<file path="src/rtl/dmba_pkg.sv">
package dmba_pkg;
    localparam int unsigned NUM_MST = 2;
    localparam int unsigned IDX_W   = $clog2(NUM_MST);

    typedef logic [IDX_W-1:0]   mst_idx_t;
    typedef logic [NUM_MST-1:0] mst_vec_t;

    typedef struct packed {
        mst_idx_t owner;   // most recently used master
        logic     spent;   // extra cycle used during pending handoff
    } arb_state_t;
endpackage

</file>
<file path="src/rtl/dmba_decide.sv">
module dmba_decide
    import dmba_pkg::*;
(
    input  mst_idx_t owner_q,
    input  logic     present,
    input  mst_vec_t req,
    input  mst_vec_t pend,
    input  logic     pipe_rdy,
    output mst_idx_t waiter,
    output logic     want,
    output logic     swap
);
    always_comb begin
        waiter = ~owner_q;
        want   = present & req[waiter];
        // a handoff needs a drained owner or a pipelinable slot
        swap   = want & (~pend[owner_q] | pipe_rdy);
    end
endmodule

</file>
<file path="src/rtl/dmba_state.sv">
module dmba_state
    import dmba_pkg::*;
(
    input  logic     clk,
    input  logic     rst_n,
    input  mst_idx_t prim,
    input  logic     present,
    input  logic     want,
    input  logic     swap,
    input  mst_idx_t waiter,
    input  logic     owner_start,
    output arb_state_t st_q
);
    arb_state_t st_d;

    always_comb begin
        st_d = st_q;
        if (!present) begin
            st_d.owner = prim;
            st_d.spent = 1'b0;
        end else if (swap) begin
            st_d.owner = waiter;
            st_d.spent = 1'b0;
        end else if (!want) begin
            st_d.spent = 1'b0;
        end else if (owner_start) begin
            st_d.spent = 1'b1;
        end
    end

    always_ff @(posedge clk) begin
        if (!rst_n) begin
            st_q.owner <= prim;
            st_q.spent <= 1'b0;
        end else begin
            st_q <= st_d;
        end
    end
endmodule

</file>
<file path="src/rtl/dmba_out.sv">
module dmba_out
    import dmba_pkg::*;
(
    input  arb_state_t st_q,
    input  logic       want,
    output mst_vec_t   gnt,
    output mst_vec_t   ads_ok
);
    for (genvar i = 0; i < NUM_MST; i++) begin : g_mst
        always_comb begin
            gnt[i]    = (st_q.owner == mst_idx_t'(i));
            ads_ok[i] = gnt[i] & ~(want & st_q.spent);
        end
    end
endmodule

</file>
<file path="src/rtl/dmba_top.sv">
module dmba_top
    import dmba_pkg::*;
(
    input  logic       clk,
    input  logic       rst_n,
    input  logic       prim_sel_i,
    input  logic       peer_present_i,
    input  logic [1:0] req_i,
    input  logic [1:0] pend_i,
    input  logic       pipe_rdy_i,
    input  logic [1:0] ads_i,
    output logic [1:0] gnt_o,
    output logic       owner_o,
    output logic [1:0] ads_ok_o
);
    arb_state_t st_q;
    mst_idx_t   waiter;
    logic       want;
    logic       swap;
    logic       owner_start;

    dmba_decide i_decide (
        .owner_q  (st_q.owner),
        .present  (peer_present_i),
        .req      (req_i),
        .pend     (pend_i),
        .pipe_rdy (pipe_rdy_i),
        .waiter   (waiter),
        .want     (want),
        .swap     (swap)
    );

    assign owner_start = ads_i[st_q.owner] & ads_ok_o[st_q.owner];

    dmba_state i_state (
        .clk         (clk),
        .rst_n       (rst_n),
        .prim        (prim_sel_i),
        .present     (peer_present_i),
        .want        (want),
        .swap        (swap),
        .waiter      (waiter),
        .owner_start (owner_start),
        .st_q        (st_q)
    );

    dmba_out i_out (
        .st_q   (st_q),
        .want   (want),
        .gnt    (gnt_o),
        .ads_ok (ads_ok_o)
    );

    assign owner_o = st_q.owner;
endmodule

</file>
<file path="config.mk">
export PLATFORM = sky130hd
export DESIGN_NAME = dmba_top
export DESIGN_NICKNAME = d
export VERILOG_FILES = /design/src/rtl/dmba_pkg.sv /design/src/rtl/dmba_decide.sv /design/src/rtl/dmba_state.sv /design/src/rtl/dmba_out.sv /design/src/rtl/dmba_top.sv
export SDC_FILE = /design/constraint.sdc
export NUM_CORES = 1
export LEC_CHECK = 0
export BUFFER_PORTS_ARGS = -buffer_cell sky130_fd_sc_hd__buf_2
export CAP_MARGIN = 20
export CORE_AREA = 2 2 39 41
export DETAILED_ROUTE_END_ITERATION = 8
export DIE_AREA = 0 0 41 43
export PLACE_DENSITY = 0.47
export SYNTH_ARGS = -nofsm -noshare
export SYNTH_HDL_FRONTEND = slang
export SYNTH_SLANG_ARGS = --single-unit
</file>
<file path="constraint.sdc">
create_clock -name clk -period 1.8 [get_ports clk]
set_clock_uncertainty 0.2 [all_clocks]
set_input_delay 0.09 -clock clk [delete_from_list [all_inputs] [get_ports clk]]
set_output_delay 0.09 -clock clk [all_outputs]
set_load 0.1 [all_outputs]
</file>
# [Yosys cells after proc, flatten, opt, wreduce, memory -nomap -nowiden]
# Cells that the tools add are included.
[op_classes] n_eq_ne=1 addsub=0 reduce_logical=1 n_lt_le_gt_ge=2 div_mod_pow=0 mux=14 bitwise=13 n_shift=0 multipliers=0
[ops] operator="$mux 1" count=12
[ops] operator="$and 1x1->1" count=6
[ops] operator="$not 1->1" count=6
[ops] operator="$lt 1x2->1 const B" count=2
[ops] operator="$mux 2" count=2
[ops] operator="$reduce_or 4->1" count=1
[ops] operator="$ne 3x2->1 const B" count=1
[ops] operator="$or 1x1->1" count=1
[totals] in_bits=11 latchBits=0 out_inout_bits=5 mem_bits_ro=0 regBits=2 mem_bits_rw=0 memories=0

# [Logic depth before layout (Yosys ltp)]
[depth] depth_word=15 depth_mapped=3 mapped_depth_nobuf=3

# [Hierarchy]
# From an unflattened synthesis, not the netlist that was laid out.
[unflattened] hier_cells=21 area_unflattened_um2=178.9
[modules_own_cells] module="dmba_state" n_inst=1 area_each_um2=85.1 cells_per_inst=7
[modules_own_cells] module="dmba_decide" n_inst=1 area_each_um2=52.6 cells_per_inst=7
[modules_own_cells] module="dmba_out" n_inst=1 area_each_um2=27.5 cells_per_inst=4
[modules_own_cells] module="dmba_top" n_inst=1 area_each_um2=13.8 cells_per_inst=3

# [Worst setup path before layout]
# No wires, ideal clock.
[synth_path] path_kind="reg-to-output" start="register, netlist name i_state.st_q[1]" end="output port ads_ok_o[1]" path_stages_with_launch=3 arrival_time_ns=2.745 setup_slack_ns=-1.235 path_cell_list="edfxtp_1 > inv_1 > a31oi_1"
[synth_between] elab_chain_cells=6
[synth_lines] item="$mux 1 (not written as such) (2 in a row)" line="dmba_decide.sv:15" text="want = present & req[waiter];"
[synth_lines] item="$and 1x1->1" line="dmba_decide.sv:15"
[synth_lines] item="$and 1x1->1" line="dmba_out.sv:12" text="ads_ok[i] = gnt[i] & ~(want & st_q.spent);"
[synth_lines] item="$not 1->1" line="dmba_out.sv:12"
[synth_lines] item="$and 1x1->1 *" line="dmba_out.sv:12"
[synth_lines] item="end: declaration" line="dmba_top.sv:14" text="output logic [1:0] ads_ok_o"
# Every way passes the cells marked *; elsewhere a longest branch is shown, timed or not. The select of a mux whose other input is x is not followed.

# [Worst setup path in the final report]
[layout_path] start="register, netlist name i_state.st_q[1]" end="output port ads_ok_o[1]"
[layout_between] elab_chain_cells=6
[layout_lines] item="$mux 1 (not written as such) (2 in a row)" line="dmba_decide.sv:15"
[layout_lines] item="$and 1x1->1" line="dmba_decide.sv:15"
[layout_lines] item="$and 1x1->1" line="dmba_out.sv:12"
[layout_lines] item="$not 1->1" line="dmba_out.sv:12"
[layout_lines] item="$and 1x1->1 *" line="dmba_out.sv:12"
# Marked as above.

==> results list <==
- On the critical path the largest part of the delay comes from buffers and inverters.
- Maximum clock path buffer count: 2
* Number of hold violations in the final report: 0
* Post-synthesis cell type with the largest combined area: edfxtp_1
* Post-synth top area share: 0.167
- Of all nets on the critical path, the largest fanout is 8.
- The core region is 1380 um2.
- Worst Hold Launch: req_i[0]
- The mapped netlist covers 180 um2.
- Leading cell type in the layout, fill and taps excluded: buf_2
* WHS Endpoint: i_state.st_q[0]
- The top cell types in the final layout, fill and taps aside, are buf_2 (15), clkbuf_4 (3), a31oi_4 (2), nor2b_1 (2), dlygate4sd3_1 (2).
- Crit. path cell count: 3
- Clock transition at the registers of the reported paths: 0.04 ns
- Internal power comes to 172 uW.
- CTS built an H-tree with a depth of 1.
* Slowest stage delay, CP: 0.50 ns
- For this block, the via count after detailed routing is 190.
- Gp weighted congestion: 0.598
- Derived from the worst setup path, the maximum achievable clock frequency is 586 MHz.
* DRT Wirelength: 483 um
- Among all stages on the critical path, the largest delay is contributed by edfxtp_1.
- The largest registers in the layout are i_state.st_q (2).
* Synth Area per Inst: 10.6 um2
- In the final routed layout, each cell accounts on average for 9.29 um.
- In the post-synthesis netlist, the biggest area contributors are edfxtp_1 (17%), o221ai_4 (15%), dfxtp_1 (11%), buf_4 (8.3%), a211oi_2 (6.9%).
* Synth warnings: 0
* Part of the Yosys area used for sequential elements: 0.278
- Power density over the cells: 988 nW/um2
- TritonCTS built the clock tree.
- Unrepaired setup endpoints after global routing: no
* Largest net degree at the start of global routing: 9
* Hold path cells: 3
- Largest register FFs: 2
* Number of register bits inferred by synthesis: 2
* Proportion of layout cells with a drive suffix above 1: 0.694
- After synthesis, the netlist uses 14 different library cells.
- Net count after synthesis: 28
- STA puts the critical path data required time at 1.51 ns.
* Placed cell count: 46
- Net total in the final layout: 48
* Vert. Die Dim: 43 um
- Routed Antenna Nets: 0
- Drt first-iter violations: 0
- Once layout is complete, the utilization of the core stands at 0.243.
* Biggest register: i_state.st_q
- Switching power as a share of total power: 0.483
- After detailed routing, the number of remaining DRC violations is 0.
- Portion of total power attributed to the clock network: 0.354
* Capture point of the worst reg-to-reg path: i_state.st_q[1]
* Cells on worst reg2reg path: 2
- The initialized floorplan defines 14 standard-cell rows.
* Global-route congestion overflow total: 0
- Sequential share of power: 0.179
- Filler instances: 155
- Gate count after technology mapping: 17
* Wire length of the first global-routing pass: 786 um
* Count of TritonRoute iterations in the first routing pass: 1
- After routing the design area is 337 um2.
- Crit path kind: reg2out
* Max Cap Violations: 0
* Cell leakage power: 0.000138 uW
* Worst reg2reg setup slack: 0.26 ns
* Minimum period implied by the final worst setup slack: 1.71 ns
- Hold crit path type: in2reg
* Placed inst area: 290 um2
- Run status: completed
* Number of buffers inserted during clock tree synthesis: 3
* Arrival time at the worst endpoint: 1.42 ns
* Signed area change from the synthesized netlist to the final layout: 86.8%
- Starting Density: 0.130
* Period Utilization, post-route: 0.948
- Clock latency at the later pin of the worst-skew pair: 0.24 ns
- I/O pin count: 16
* Input/output buffers: 15
- Sort of element at the start of the critical path: flop
* Tightest Pin Transition: 0.485 ns
- The number of global-route vias before repair came to 177.
- Counting both buffers and inverters, the worst setup path holds a total of 2.
- Of the total power, combinational logic draws 0.468.
* Relative slew slack: 0.679
- Counting every sink on the clock net gives 2.
- After detailed routing, the number of vias per cell comes to 3.65.
- The die is 41 um wide.
* All-layer global routing usage: 0.0773
- Gates resized during post-CTS repair numbered 0.
- Reg-to-reg startpoint: i_state.st_q[1]
- In this run the clock root is driven by a clkbuf_4.
* Max Slew Vio Count: 0
- Net Sw Power: 160 uW
- Traced cell by cell, the critical path runs through inv_2, a31oi_4, buf_2.
* Area of the die: 1760 um2
* Post-detailed-placement half-perimeter wirelength: 389 um
- IR Drop Worst-Case VDD: 0.184 mV
- Non-filler instance count after layout: 52
- Antenna violations before repair: 0
* Antenna diode count: 0
- The worst setup path is captured at an output pin.
- Finish-stage setup viols: 0
* Total Negative Setup Slacks: 0 ns
## kinds of logic after synthesis
| logic type | Yosys count | share of synthesized area |
|---|---|---|
| simple gates | 6 | 0.229 |
| mux | 1 | 0.0625 |
| buf+inv | 3 | 0.104 |
| compound gates | 5 | 0.326 |
| flops | 2 | 0.278 |
## per-layer routing
layer,vias up,part of all wire,GRT usage
li1,99,-,-
met1,82,0.43,0.0836
met2,7,0.45,0.0844
met3,2,0.095,0.0785
met4,0,0.017,0.0600
met5,-,0,0
## metrics by stage
step / power (uW) / hold WS [ns] / setup slack, ns
after floorplan: 192 / 0.109 / -0.317
after global placement: 214 / 0.213 / 0.258
after detailed placement: 214 / 0.213 / 0.242
after CTS: 341 / 0.0576 / 0.0662
after global routing: 356 / 0.0645 / 0.00272
final: 332 / 0.0629 / 0.0935
## how the worst max path moves through the flow
stage                 endpoint            start  slack, ns
2_1_floorplan      ads_ok_o[1]  i_state.st_q[1]      -0.32
3_3_place_gp   i_state.st_q[1]  i_state.st_q[1]       0.26
3_5_place_dp   i_state.st_q[1]  i_state.st_q[1]       0.24
4_1_cts            ads_ok_o[1]  i_state.st_q[1]       0.07
5_1_grt            ads_ok_o[1]  i_state.st_q[1]      0.003
6_report           ads_ok_o[1]  i_state.st_q[1]       0.09
## power by group through the flow
stage | combinational [uW] | clock (uW) | sequential [uW]
after floorplan | 114 | 0 | 77.7
after global placement | 154 | 0 | 60.3
after detailed placement | 153 | 0 | 60.7
after CTS | 157 | 125 | 59.8
after global routing | 161 | 134 | 60.7
final | 155 | 118 | 59.5
## synth_stat cells
cell type	n
inv_1	1
a31oi_1	2
edfxtp_1	1
a211oi_2	1
mux2_2	1
buf_4	2
and2_1	1
or2b_4	1
a211oi_1	1
nand2_1	1
nor2b_1	2
and2b_1	1
o221ai_4	1
dfxtp_1	1
## layout make-up
cell class	count	area, um2	share of cell area
inverters	1	3.75	0.0112
flip-flops and latches	2	50.0	0.149
repair buffers	17	95.1	0.283
clock buffers	4	26.3	0.0781
well taps	16	20.0	0.0595
multi-input cells	12	141	0.420
## tightest hold or removal path: stages
cell      delay, ns
buf_2          0.12
nand2_1        0.13
a211oi_2       0.08
## what timing repair did
item,in CTS,in global routing
buffers inserted,0,0
endpoints found under the hold margin,2,0
hold buffers,2,0
(Power assumes the default switching activity.)
